==> config.mk <==
export PLATFORM = sky130hd
export DESIGN_NAME = eeprom_block_reader
export DESIGN_NICKNAME = d
export VERILOG_FILES = /design/src/rtl/eeprd_pkg.sv /design/src/rtl/eeprd_sclk_gen.sv /design/src/rtl/eeprd_cksum.sv /design/src/rtl/eeprom_block_reader.sv
export SDC_FILE = /design/constraint.sdc
export NUM_CORES = 1
export LEC_CHECK = 0
export BUFFER_PORTS_ARGS = -buffer_cell sky130_fd_sc_hd__buf_2
export CORE_ASPECT_RATIO = 1.75
export CORE_MARGIN = 2
export CORE_UTILIZATION = 56
export DETAILED_ROUTE_END_ITERATION = 6
export MAX_ROUTING_LAYER = met4
export PLACE_DENSITY_LB_ADDON = 0.15
export RECOVER_POWER = 25
export SYNTH_ARGS = -nofsm -noshare
export SYNTH_HDL_FRONTEND = slang
export SYNTH_HIERARCHICAL = 1
export SYNTH_SLANG_ARGS = --single-unit
==> constraint.sdc <==
create_clock -name clk -period 3.2 [get_ports clk]
set_input_delay 0.16 -clock clk [delete_from_list [all_inputs] [get_ports clk]]
set_output_delay 0.16 -clock clk [all_outputs]
set_load 0.05 [all_outputs]
==> src/rtl/eeprd_pkg.sv <==
package eeprd_pkg;

  localparam int WORD_W  = 16;
  localparam int CMD_LEN = 3;
  // start bit, then read opcode 1,0 ; bit CMD_LEN-1 is sent first
  localparam logic [CMD_LEN-1:0] RD_CMD = 3'b110;

  // Bit driven to the device during a given slot of a word transaction.
  // Slot 0 is the select lead-in, slots 1..CMD_LEN carry the command,
  // the next aw slots carry the address MSB first, the rest drive zero.
  function automatic logic tx_bit(input int unsigned slot,
                                  input logic [15:0] addr,
                                  input int unsigned aw);
    int unsigned pos;
    logic        b;
    b = 1'b0;
    if (slot >= 1 && slot <= CMD_LEN) begin
      pos = CMD_LEN - slot;
      b   = RD_CMD[pos[1:0]];
    end else if (slot > CMD_LEN && slot <= CMD_LEN + aw) begin
      pos = aw - (slot - CMD_LEN);
      b   = addr[pos[3:0]];
    end
    return b;
  endfunction

  function automatic logic [WORD_W-1:0] sum_add(input logic [WORD_W-1:0] acc,
                                                input logic [WORD_W-1:0] word);
    return acc + word;
  endfunction

  function automatic logic cksum_verdict(input logic [WORD_W-1:0] sum,
                                         input logic [WORD_W-1:0] last);
    return (sum == last) && (sum != '0);
  endfunction

endpackage

==> src/rtl/eeprd_sclk_gen.sv <==
module eeprd_sclk_gen #(
  parameter int HI_CYC = 75,
  parameter int LO_CYC = 25
) (
  input  logic clk,
  input  logic rst_n,
  input  logic run,
  output logic sk_o,
  output logic rise_o,
  output logic slot_end_o
);
  localparam int PER  = HI_CYC + LO_CYC;
  localparam int PH_W = $clog2(PER);
  localparam logic [PH_W-1:0] PH_RISE = PH_W'(LO_CYC - 1);
  localparam logic [PH_W-1:0] PH_HI   = PH_W'(LO_CYC);
  localparam logic [PH_W-1:0] PH_LAST = PH_W'(PER - 1);

  logic [PH_W-1:0] ph_q;

  always_ff @(posedge clk) begin
    if (!rst_n)                ph_q <= '0;
    else if (!run)             ph_q <= '0;
    else if (ph_q == PH_LAST)  ph_q <= '0;
    else                       ph_q <= ph_q + 1'b1;
  end

  assign sk_o       = run && (ph_q >= PH_HI);
  assign rise_o     = run && (ph_q == PH_RISE);
  assign slot_end_o = run && (ph_q == PH_LAST);

  // run length of the high phase, kept for the checks below
  logic [15:0] hi_len_q;
  always_ff @(posedge clk) begin
    if (!rst_n)    hi_len_q <= '0;
    else if (sk_o) hi_len_q <= hi_len_q + 1'b1;
    else           hi_len_q <= '0;
  end

  assert_high_len_R6: assert property (@(posedge clk) disable iff (!rst_n)
    sk_o |-> (hi_len_q < 16'(HI_CYC)));

  assert_rise_event_R6: assert property (@(posedge clk) disable iff (!rst_n)
    (rise_o && run) |=> (sk_o || !run));

  assert_low_first_R6: assert property (@(posedge clk) disable iff (!rst_n)
    $rose(run) |-> !sk_o);

endmodule

==> src/rtl/eeprd_cksum.sv <==
module eeprd_cksum #(
  parameter int W = 16
) (
  input  logic         clk,
  input  logic         rst_n,
  input  logic         clr,
  input  logic         add_en,
  input  logic [W-1:0] word,
  output logic [W-1:0] acc_o
);
  always_ff @(posedge clk) begin
    if (!rst_n)      acc_o <= '0;
    else if (clr)    acc_o <= '0;
    else if (add_en) acc_o <= eeprd_pkg::sum_add(acc_o, word);
  end

  assert_clear_R10: assert property (@(posedge clk) disable iff (!rst_n)
    (clr && !add_en) |=> (acc_o == '0));

  assert_hold_R10: assert property (@(posedge clk) disable iff (!rst_n)
    (!clr && !add_en) |=> $stable(acc_o));

endmodule

==> src/rtl/eeprom_block_reader.sv <==
module eeprom_block_reader #(
  parameter int ADDR_W = 6,
  parameter int CNT_W  = 8,
  parameter int HI_CYC = 75,
  parameter int LO_CYC = 25
) (
  input  logic              clk,
  input  logic              rst_n,
  input  logic              start,
  input  logic [ADDR_W-1:0] start_addr,
  input  logic [CNT_W-1:0]  word_count,
  output logic              busy,
  output logic              ser_cs,
  output logic              ser_clk,
  output logic              ser_mosi,
  input  logic              ser_miso,
  output logic              word_vld,
  output logic [15:0]       word_data,
  output logic [CNT_W-1:0]  word_idx,
  output logic              done,
  output logic              cksum_ok
);
  import eeprd_pkg::*;

  localparam int DATA_FIRST = 1 + CMD_LEN + ADDR_W;
  localparam int DATA_LAST  = DATA_FIRST + WORD_W;   // 17 sampled slots
  localparam int SLOTS      = DATA_LAST + 2;         // plus release slot
  localparam int SLOT_W     = $clog2(SLOTS);
  localparam logic [SLOT_W-1:0] S_DF   = SLOT_W'(DATA_FIRST);
  localparam logic [SLOT_W-1:0] S_DL   = SLOT_W'(DATA_LAST);
  localparam logic [SLOT_W-1:0] S_LAST = SLOT_W'(SLOTS - 1);

  logic              busy_q;
  logic [SLOT_W-1:0] slot_q;
  logic [ADDR_W-1:0] addr_q;
  logic [CNT_W-1:0]  left_q;
  logic [CNT_W-1:0]  idx_q;
  logic [WORD_W-1:0] shreg_q;
  logic [WORD_W-1:0] acc;
  logic              vld_q, done_q, ok_q;
  logic [WORD_W-1:0] data_q;
  logic [CNT_W-1:0]  widx_q;

  // named events
  logic sk, rise_evt, slot_end;
  logic start_ok, in_data, word_end, final_word;

  assign start_ok   = start && !busy_q && (word_count != '0);
  assign in_data    = (slot_q >= S_DF) && (slot_q <= S_DL);
  assign word_end   = slot_end && (slot_q == S_LAST);
  assign final_word = word_end && (left_q == CNT_W'(1));

  eeprd_sclk_gen #(.HI_CYC(HI_CYC), .LO_CYC(LO_CYC)) u_sclk (
    .clk        (clk),
    .rst_n      (rst_n),
    .run        (busy_q),
    .sk_o       (sk),
    .rise_o     (rise_evt),
    .slot_end_o (slot_end)
  );

  eeprd_cksum #(.W(WORD_W)) u_cksum (
    .clk    (clk),
    .rst_n  (rst_n),
    .clr    (start_ok),
    .add_en (word_end && !final_word),
    .word   (shreg_q),
    .acc_o  (acc)
  );

  always_ff @(posedge clk) begin
    if (!rst_n) begin
      busy_q  <= 1'b0;
      slot_q  <= '0;
      addr_q  <= '0;
      left_q  <= '0;
      idx_q   <= '0;
      shreg_q <= '0;
      vld_q   <= 1'b0;
      data_q  <= '0;
      widx_q  <= '0;
      done_q  <= 1'b0;
      ok_q    <= 1'b0;
    end else begin
      vld_q  <= 1'b0;
      done_q <= 1'b0;
      if (start_ok) begin
        busy_q <= 1'b1;
        slot_q <= '0;
        addr_q <= start_addr;
        left_q <= word_count;
        idx_q  <= '0;
      end else if (busy_q) begin
        if (rise_evt && in_data)
          shreg_q <= {shreg_q[WORD_W-2:0], ser_miso};
        if (slot_end) begin
          if (slot_q == S_LAST) begin
            vld_q  <= 1'b1;
            data_q <= shreg_q;
            widx_q <= idx_q;
            idx_q  <= idx_q + 1'b1;
            addr_q <= addr_q + 1'b1;
            left_q <= left_q - 1'b1;
            slot_q <= '0;
            if (final_word) begin
              busy_q <= 1'b0;
              done_q <= 1'b1;
              ok_q   <= cksum_verdict(acc, shreg_q);
            end
          end else begin
            slot_q <= slot_q + 1'b1;
          end
        end
      end
    end
  end

  assign busy      = busy_q;
  assign ser_clk   = sk;
  assign ser_cs    = busy_q && (slot_q != S_LAST);
  assign ser_mosi  = busy_q && tx_bit(32'(slot_q), 16'(addr_q), ADDR_W);
  assign word_vld  = vld_q;
  assign word_data = data_q;
  assign word_idx  = widx_q;
  assign done      = done_q;
  assign cksum_ok  = ok_q;

  assert_mosi_hold_R7: assert property (@(posedge clk) disable iff (!rst_n)
    (ser_clk && $past(ser_clk)) |-> $stable(ser_mosi));

  assert_idle_quiet_R11: assert property (@(posedge clk) disable iff (!rst_n)
    !busy |-> (!ser_cs && !ser_clk && !ser_mosi));

  assert_vld_pulse_R8: assert property (@(posedge clk) disable iff (!rst_n)
    word_vld |=> !word_vld);

  assert_done_with_word_R9: assert property (@(posedge clk) disable iff (!rst_n)
    done |-> (word_vld && !busy));

  assert_cs_gap_R4: assert property (@(posedge clk) disable iff (!rst_n)
    $fell(ser_cs) |-> (!ser_clk && busy));

  assert_start_ignored_R1: assert property (@(posedge clk) disable iff (!rst_n)
    (busy_q && start && !word_end) |=> ($stable(addr_q) && $stable(left_q)));

endmodule

==> out/metrics.cfg <==
[clock_network]
clockBufferDepth = 2
cts_inserted_buffers = 9
clock_sinks = 94
htree_levels = 3
cts_tree = built
post_cts_buffers = 0
clock_latency_ns = 0.35
hold_buffers = 0
root_buffer = clkbuf_16
cts_resized = 0
clkTransAtPathRegs_ns = 0.07

[finish]
final_cells = 759
final_common_cell = dfxtp_1
syn2layout_area_growth_pct = 10.0
fin_nets = 681
most-common-layout-cells = 94 x dfxtp_1, 82 x nand2_1, 64 x nor2_1, 54 x a21oi_1
regArea_mm2 = 0.00188
fill_cells = 811
multi_input_area_mm2 = 0.00295
antennaDiodeCount = 0
drive_above_1_share = 0.0970

[sta]
relSlewSlack = 0.497
skew_ns = 0.00903
tightest_slew_ns = 0.754
setup_violations = 0
layout_setup_ws_ns = 0.504
hold_viol_final = 0
whs_ns = 0.0591
rsz0062_at_grt = no
drv_slew = 0
fin_crit_sh = 0.843
period_needed_ns = 2.70
fmax_mhz = 371
setup-tns-final_ns = 0

[synthesis]
syn_inst = 599
ys_warn_count = 6
synth-main-ff-cell = dfxtp_1
synth_nets = 646
synth_edf_count = 0
synth_cell_types = 72
synth_seq_area_share = 0.370
synth_area_mm2 = 0.00508
synth.avg_cell_area_um2 = 8.49
synthArstFlopShare = 0
synth-seq-cells = 94

[critical_path]
crit_path_end = idx_q[3]
r2r-start = u_sclk/ph_q[0]
reg2reg_to = idx_q[3]
setup.worst_path.start = u_sclk/ph_q[0]
critical_path.startpoint_type = register
reg2reg_slack_ns = 0.50
arrival_ns = 2.91
reg2regPathDepth = 9
crit_type = reg -> reg
endpoint_kind = register
worstPathMaxFanout = 25
crit_required_ns = 3.42

[worst_hold_path]
hold_path.class = in -> reg

[drt]
drt_iter0_drc = 237
drc = 0
wl_per_cell_um = 15.9
via_per_inst = 5.77
drt.antenna.violating_nets = 0
drt-total-wl_mm = 12.1
drt_pass1_iterations = 5
via_count = 4383

[floorplan]
ioPinCount = 49
num_rows = 46
die_y_um = 130
core_area_mm2 = 0.00892
dieWidth_um = 76.0
start_util = 0.570
die-area_mm2 = 0.00989

[status]
status = complete, no violations

[power]
leakagePower_nw = 2.36
cellPowerDensity_mw_per_mm2 = 413
ir_drop_uv = 311

[global_route]
grt_pass1_vias = 4325
track_usage = 0.261
antenna_found_initial = 0
grt_pass1_wl_mm = 20.2
overflow = 0
grt_max_degree = 57

[placement]
gp_congestion = 0.853
dp_slack_ns = 0.512
hpwl_mm = 9.16
io_buffers = 48
numPlacedInstances = 743

[flow_run]
drv_cap = 0

metal layers:
layer,wire [µm],GRT usage
met4,529,0.142
met2,6500,0.480
met5,0,-
met3,345,0.0367
met1,4720,0.271
critical path, stage by stage (launching register included):
cell and delay [ns]:
dfxtp_1 0.42, ha_1 0.26, nand2b_2 0.09, nor3_1 0.49
nand2_2 0.22, nor2_4 0.49, buf_4 0.27, nand4_1 0.12
xor2_1 0.16, nor2_1 0.05
state kept, by name (all words and copies together), names as in the netlist:
register,flops
word_vld,1
done,1
addr_q,6
u_sclk/ph_q,7
shreg_q,16
word_idx,8
cksum_ok,1
u_cksum/acc_o,16
busy,1
left_q,8
idx_q,8
word_data,16
slot_q,5
metrics by stage:
| stage | total power, mW | instance area (µm²) | util |
|---|---|---|---|
| finish | 2.31 | 5590 | 0.627 |
| global route | 2.39 | 5590 | 0.627 |
| CTS | 2.33 | 5630 | 0.631 |
| detailed placement | 1.34 | 5360 | 0.600 |
| global placement | 1.33 | 5360 | 0.600 |
| floorplan | 1.30 | 5080 | - |
layout make-up:
class,instances,share of cell area
clock buffer,11,0.0434
clock inverter,5,0.00604
inverter,18,0.0121
multi-input combinational,455,0.528
sequential,94,0.336
tap,120,0.0268
timing repair buffer,56,0.0474
worst min path at each step:
stage	startpoint	to	slack (ns)	depth (start not counted)
4_1_cts	ser_miso	shreg_q[0]	0.06	3
2_1_floorplan	word_count[2]	left_q[2]	0.30	2
6_report	ser_miso	shreg_q[0]	0.06	3
5_1_grt	ser_miso	shreg_q[0]	0.09	3
3_5_place_dp	ser_miso	shreg_q[0]	0.42	3
3_3_place_gp	ser_miso	shreg_q[0]	0.41	3
cell families (layout without fill, tap and decap cells):
group / after synthesis / count (layout) / synth area share
and+or+nand+nor: 242 / 242 / 0.234
adders and majority gates: 29 / 29 / 0.0729
AOI/OAI and AO/OA: 121 / 121 / 0.157
xor gates and xnor gates: 35 / 35 / 0.0603
DFF: 94 / 94 / 0.370
buffers and inverters: 50 / 90 / 0.0482
muxes: 28 / 28 / 0.0578
report_power, final:
part           switching [mW]  internal (mW)
clock                   0.451          0.548
combinational          0.0765         0.0392
sequential             0.0125           1.18
total                   0.540           1.77
synth_stat cells, types with 2 or more instances:
master     instances  area, µm²
o211ai_1           2       15.0
a21oi_2            2       17.5
and4b_1            2       20.0
a32oi_1            3       26.3
a311o_1            2       20.0
nand2_2            2       12.5
nand4b_1           2       17.5
o21bai_1           2       15.0
nor4_1            13       81.3
nor2_1            64        240
o21ai_0           15       75.1
xor2_1            29        254
a2bb2oi_1          3       26.3
clkbuf_2           2       10.0
o21a_1             2       15.0
mux2i_1           26        260
or3_1              2       12.5
nand3_1           19       95.1
clkbuf_1          13       48.8
o31a_1             2       17.5
ha_1              28        350
a221oi_2           2       30.0
inv_1             17       63.8
a21o_1             5       37.5
nand2_1           82        308
nor3_1            12       60.1
and3_1             6       37.5
nand3b_1           5       37.5
nor2b_1            3       18.8
a21oi_1           54        270
buf_6              4       45.0
xnor2_1            6       52.6
a211o_1            3       26.3
buf_4              4       30.0
nand4_1           10       62.6
a31oi_1            5       31.3
nor3b_1            3       22.5
o21ai_1            3       15.0
a211oi_1           2       15.0
buf_2              8       40.0
a22oi_1            2       15.0
dfxtp_1           94       1880
and2_1             4       25.0
a221oi_1           2       17.5
Power figures use the tool's default switching activity.
